[config.mk]
export PLATFORM = sky130hd
export DESIGN_NAME = arith_unit
export DESIGN_NICKNAME = d
export VERILOG_FILES = /design/src/rtl/arith_pkg.sv /design/src/rtl/alu_op_decoder.sv /design/src/rtl/alu_addsub.sv /design/src/rtl/alu_logic.sv /design/src/rtl/arith_unit.sv
export SDC_FILE = /design/constraint.sdc
export NUM_CORES = 1
export LEC_CHECK = 0
export ABC_CLOCK_PERIOD_IN_PS = 48300
export BUFFER_PORTS_ARGS = -buffer_cell sky130_fd_sc_hd__buf_2
export CAP_MARGIN = 10
export CORE_UTILIZATION = 52
export DETAILED_ROUTE_END_ITERATION = 10
export GPL_TIMING_DRIVEN = 0
export PLACE_DENSITY = 0.93
export SLEW_MARGIN = 20
export SYNTH_ARGS = -nofsm -noshare
export SYNTH_HDL_FRONTEND = slang
export SYNTH_SLANG_ARGS = --single-unit
export TNS_END_PERCENT = 100
[constraint.sdc]
create_clock -name vclk -period 48.3
set_input_delay 9.66 -clock vclk [all_inputs]
set_output_delay 9.66 -clock vclk [all_outputs]
set_load 0.005 [all_outputs]
[src/rtl/arith_pkg.sv]
package arith_pkg;

    localparam int FUNCT_W = 6;
    localparam int SEL_W   = 3;
    localparam int CLASS_W = 2;

    // Operation select; bit 2 set means the shared adder subtracts
    typedef enum logic [SEL_W-1:0] {
        SEL_AND = 3'b000,
        SEL_OR  = 3'b001,
        SEL_ADD = 3'b010,
        SEL_SUB = 3'b110,
        SEL_SLT = 3'b111
    } alu_sel_e;

    typedef enum logic [CLASS_W-1:0] {
        CLS_ADD   = 2'b00,
        CLS_SUB   = 2'b01,
        CLS_FUNCT = 2'b10,
        CLS_RSVD  = 2'b11
    } op_class_e;

    localparam logic [FUNCT_W-1:0] FN_ADD = 6'b100000;
    localparam logic [FUNCT_W-1:0] FN_SUB = 6'b100010;
    localparam logic [FUNCT_W-1:0] FN_AND = 6'b100100;
    localparam logic [FUNCT_W-1:0] FN_OR  = 6'b100101;
    localparam logic [FUNCT_W-1:0] FN_SLT = 6'b101010;

    // Adder control derived from a select
    typedef struct packed {
        logic subtract;
        logic arith;
    } adder_ctl_t;

    function automatic adder_ctl_t ctl_of(alu_sel_e s);
        adder_ctl_t c;
        c.subtract = s[2];
        c.arith    = (s == SEL_ADD) || (s == SEL_SUB);
        return c;
    endfunction

    function automatic alu_sel_e funct_to_sel(logic [FUNCT_W-1:0] f);
        alu_sel_e s;
        case (f)
            FN_ADD:  s = SEL_ADD;
            FN_SUB:  s = SEL_SUB;
            FN_AND:  s = SEL_AND;
            FN_OR:   s = SEL_OR;
            FN_SLT:  s = SEL_SLT;
            default: s = SEL_ADD;
        endcase
        return s;
    endfunction

endpackage

[src/rtl/alu_op_decoder.sv]
module alu_op_decoder
    import arith_pkg::*;
(
    input  logic [CLASS_W-1:0] op_class,
    input  logic [FUNCT_W-1:0] funct,
    output alu_sel_e           sel
);

    always_comb begin
        case (op_class_e'(op_class))
            CLS_ADD:   sel = SEL_ADD;
            CLS_SUB:   sel = SEL_SUB;
            CLS_FUNCT: sel = funct_to_sel(funct);
            default:   sel = SEL_ADD;
        endcase
    end

    always_comb begin

        dec_class_add_chk: assert (op_class != 2'b00 || sel == SEL_ADD);

        dec_class_sub_chk: assert (op_class != 2'b01 || sel == SEL_SUB);

        dec_rsvd_class_chk: assert (op_class != 2'b11 || sel == SEL_ADD);
    end

endmodule

[src/rtl/alu_addsub.sv]
module alu_addsub #(
    parameter int DATA_W = 32,
    parameter bit RIPPLE = 1'b1
) (
    input  logic [DATA_W-1:0] a,
    input  logic [DATA_W-1:0] b,
    input  logic              sub,
    output logic [DATA_W-1:0] sum,
    output logic              ovf_raw,
    output logic              lt
);

    localparam int MSB = DATA_W - 1;

    logic [DATA_W-1:0] b_eff;
    assign b_eff = sub ? ~b : b;

    generate
        if (RIPPLE) begin : g_ripple
            logic [DATA_W:0] carry;
            assign carry[0] = sub;
            for (genvar i = 0; i < DATA_W; i++) begin : g_bit
                assign sum[i]     = a[i] ^ b_eff[i] ^ carry[i];
                assign carry[i+1] = (a[i] & b_eff[i]) | (carry[i] & (a[i] ^ b_eff[i]));
            end
            assign ovf_raw = carry[DATA_W] ^ carry[DATA_W-1];
        end else begin : g_behav
            assign sum     = a + b_eff + {{(DATA_W-1){1'b0}}, sub};
            assign ovf_raw = (a[MSB] == b_eff[MSB]) && (sum[MSB] != a[MSB]);
        end
    endgenerate

    // Sign of the true difference: result sign corrected by overflow
    assign lt = sum[MSB] ^ ovf_raw;

    always_comb begin

        addsub_value_chk: assert (sum == (sub ? (a - b) : (a + b)));
    end

endmodule

[src/rtl/alu_logic.sv]
module alu_logic #(
    parameter int DATA_W = 32
) (
    input  logic [DATA_W-1:0] a,
    input  logic [DATA_W-1:0] b,
    input  logic              pick_or,
    output logic [DATA_W-1:0] y
);

    generate
        for (genvar i = 0; i < DATA_W; i++) begin : g_lbit
            assign y[i] = pick_or ? (a[i] | b[i]) : (a[i] & b[i]);
        end
    endgenerate

endmodule

[src/rtl/arith_unit.sv]
module arith_unit
    import arith_pkg::*;
#(
    parameter int DATA_W = 32,
    parameter bit RIPPLE = 1'b1
) (
    input  logic [1:0]        op_class,
    input  logic [5:0]        funct,
    input  logic [DATA_W-1:0] opnd_a,
    input  logic [DATA_W-1:0] opnd_b,
    output logic [2:0]        sel_out,
    output logic [DATA_W-1:0] result,
    output logic              zero,
    output logic              ovf
);

    alu_sel_e          sel;
    adder_ctl_t        ctl;
    logic [DATA_W-1:0] sum;
    logic [DATA_W-1:0] logic_y;
    logic              ovf_raw;
    logic              lt;

    alu_op_decoder u_dec (
        .op_class (op_class),
        .funct    (funct),
        .sel      (sel)
    );

    assign ctl = ctl_of(sel);

    alu_addsub #(.DATA_W(DATA_W), .RIPPLE(RIPPLE)) u_addsub (
        .a       (opnd_a),
        .b       (opnd_b),
        .sub     (ctl.subtract),
        .sum     (sum),
        .ovf_raw (ovf_raw),
        .lt      (lt)
    );

    alu_logic #(.DATA_W(DATA_W)) u_logic (
        .a       (opnd_a),
        .b       (opnd_b),
        .pick_or (sel[0]),
        .y       (logic_y)
    );

    always_comb begin
        case (sel)
            SEL_AND, SEL_OR: result = logic_y;
            SEL_SLT:         result = {{(DATA_W-1){1'b0}}, lt};
            default:         result = sum;
        endcase
    end

    assign zero    = ~|result;
    assign ovf     = ctl.arith & ovf_raw;
    assign sel_out = sel;

    always_comb begin

        no_overflow_chk: assert (ctl.arith || !ovf);

        slt_upper_chk: assert (sel != SEL_SLT || result[DATA_W-1:1] == '0);

        slt_zero_chk: assert (sel != SEL_SLT || zero == !lt);

        and_subset_chk: assert (sel != SEL_AND || (result & ~opnd_a) == '0);
    end

endmodule

==> flow_summary.ini <==
[status]
run_status = finished clean

[detailed_routing]
totalWireLength_um = 5843
post_drt_wl_per_cell_um = 14.43
drtIter0Drc = 103
viasPerCell = 5.474
firstDrtPassIters = 4
drtAntennaViolNets = 0
vias = 2217
drc_errors = 0

[placed_design]
pre_cts_slack_ps = 12910
dp.cells = 405
place.gp.congestion = 0.9244
placed_cell_area_um2 = 2701
dp_hpwl_um = 5028
portBuffers = 109

[synth]
syn_area_per_cell_um2 = 8.451
ys_top_cells_by_area = fa_1, xnor2_1, inv_1
synth_fp_nets = 356
synth_top_cell_by_area = fa_1
ys_seq_area_share_pct = 0
post-synth-top-area-fraction_pct = 30.57
ys_types = 35
ys.warnings.count = 0
syn_inst = 248
netlist_area_um2 = 2096

[pwr]
p_total_mw = 0.04557
ir_drop_v = 0.000009383
cellPowerDensity_nw_per_um2 = 16.87
p_leak_nw = 1.406

[layout]
layout_common_cells = buf_2, inv_1, fa_1
antennaDiodeCount = 0
final_nets = 467
area.sequential_um2 = 0
clockBufferCount = 0
nFillCells = 292
seq_cells = 0
drive_gt1_share_pct = 36.13
layout_commonest_cell = buf_2
instances_no_fill = 405
final_core_util_pct = 71.63
syn_to_final_growth_pct = 28.90
fin_area_um2 = 2701

[timing]
grt_setup_unrepaired = false
post-route-period-util_pct = 73.37
maxSlewViolCount = 0
worst_slack_ps = 12860
hold_viol_final = 0
setup_violations = 0
layout_min_cycle_time_ps = 35440
relSlewSlack_pct = 49.29
fmax_ghz = 0.02822
tightest_slew_ps = 760.7
hold_slack_ps = 19770
tns_ps = 0

[worst_setup_path]
crit_path_frequent_cell = fa_1
path_class = input port to primary output
slowest_stage = clkbuf_1
endpoint_kind = primary output
start_kind = input port
crit_required_ps = 38640
cp_max_fo = 10
arrival_ps = 25780
cp_slowest_stage_delay_ps = 640

[clock_tree]
hold_buffers = 0
cts_resized = 0
post-cts-setup-buffers = 0

[global_routing]
grt_max_degree = 11
track_usage_pct = 28.86
antenna_found_initial = 0
grt-ovfl-total = 0
grt_pass1_vias = 2232
grt_pass1_wl_um = 9494

[floorplan]
rows = 22
core-area_um2 = 3771
die_h_um = 65.49
fp.dieArea_um2 = 4288
start_util_pct = 55.57
die_x_um = 65.49
io_pins = 109

[run]
max_cap_viol_count = 0

[worst_hold_path]
min_to = result[4]
hold_class = input port to primary output
min_from = opnd_a[4]
holdPathStages = 5
cells in the mapped netlist:
master / instances
a41o_1: 1
buf_2: 4
o2111a_1: 1
or3b_1: 1
and4bb_1: 1
a221o_1: 1
buf_4: 2
a31oi_1: 1
xor2_1: 2
nor3b_1: 1
maj3_1: 21
nor4_1: 3
ha_1: 4
nand2_1: 10
clkbuf_1: 7
a2bb2oi_1: 19
or2_1: 1
o21ai_1: 2
nor4_2: 1
nor2b_1: 1
o21ai_0: 9
fa_1: 32
a22o_1: 1
and4_1: 1
a22oi_1: 1
inv_1: 58
nor4bb_1: 1
nor3_1: 2
buf_1: 1
nand4_1: 5
maj3_2: 10
xnor2_1: 30
buf_6: 3
a21oi_1: 2
nor2_1: 8
kinds of logic after synthesis:
| group | Yosys count | synth area share, % |
|---|---|---|
| AOI/OAI and AO/OA | 38 | 13.61 |
| xor gates and xnor gates | 32 | 13.37 |
| adders and majority gates | 67 | 48.36 |
| buffers and inverters | 75 | 15.10 |
| and+or+nand+nor | 36 | 9.553 |
critical path: cells and delay by family:
family	cells	cell delay, ps
adder cells (fa/ha/maj)	31	13130
buffers and inverters	4	980
XOR/XNOR	1	180
AO/OA/AOI/OAI	2	380
AND/OR/NAND/NOR	5	1460
routing by layer:
metal | track usage [%] | share of wire [%] | vias up
met4 | 10.33 | 2.4 | 0
met3 | 5.035 | 7.1 | 12
li1 | - | - | 1019
met5 | 0 | 0 | -
met2 | 52.84 | 52 | 95
met1 | 33.30 | 39 | 1091
report_power, final:
group	leakage [nW]	internal, mW	switching, mW
logic	1.41	0.0223	0.0232
clock network	0	0	0
registers	0	0	0
total	1.41	0.0223	0.0232
worst max path at each step:
| stage | endpoint | slack (ps) | from | depth (start not counted) |
|---|---|---|---|---|
| after floorplan | zero | 14220 | op_class[0] | 41 |
| after global placement | zero | 13010 | funct[0] | 43 |
| after detailed placement | zero | 12910 | funct[0] | 43 |
| after CTS | zero | 12840 | funct[0] | 43 |
| after global routing | zero | 12300 | funct[0] | 43 |
| final | zero | 12860 | funct[0] | 43 |
cell type report:
class,count,area [um^2],area share (%)
inverter,58,217.7,8.059
multi-input combinational,173,1779,65.86
timing repair buffer,109,545.5,20.19
buffer,17,98.84,3.659
tap,48,60.06,2.223
Power figures use the tool's default switching activity.
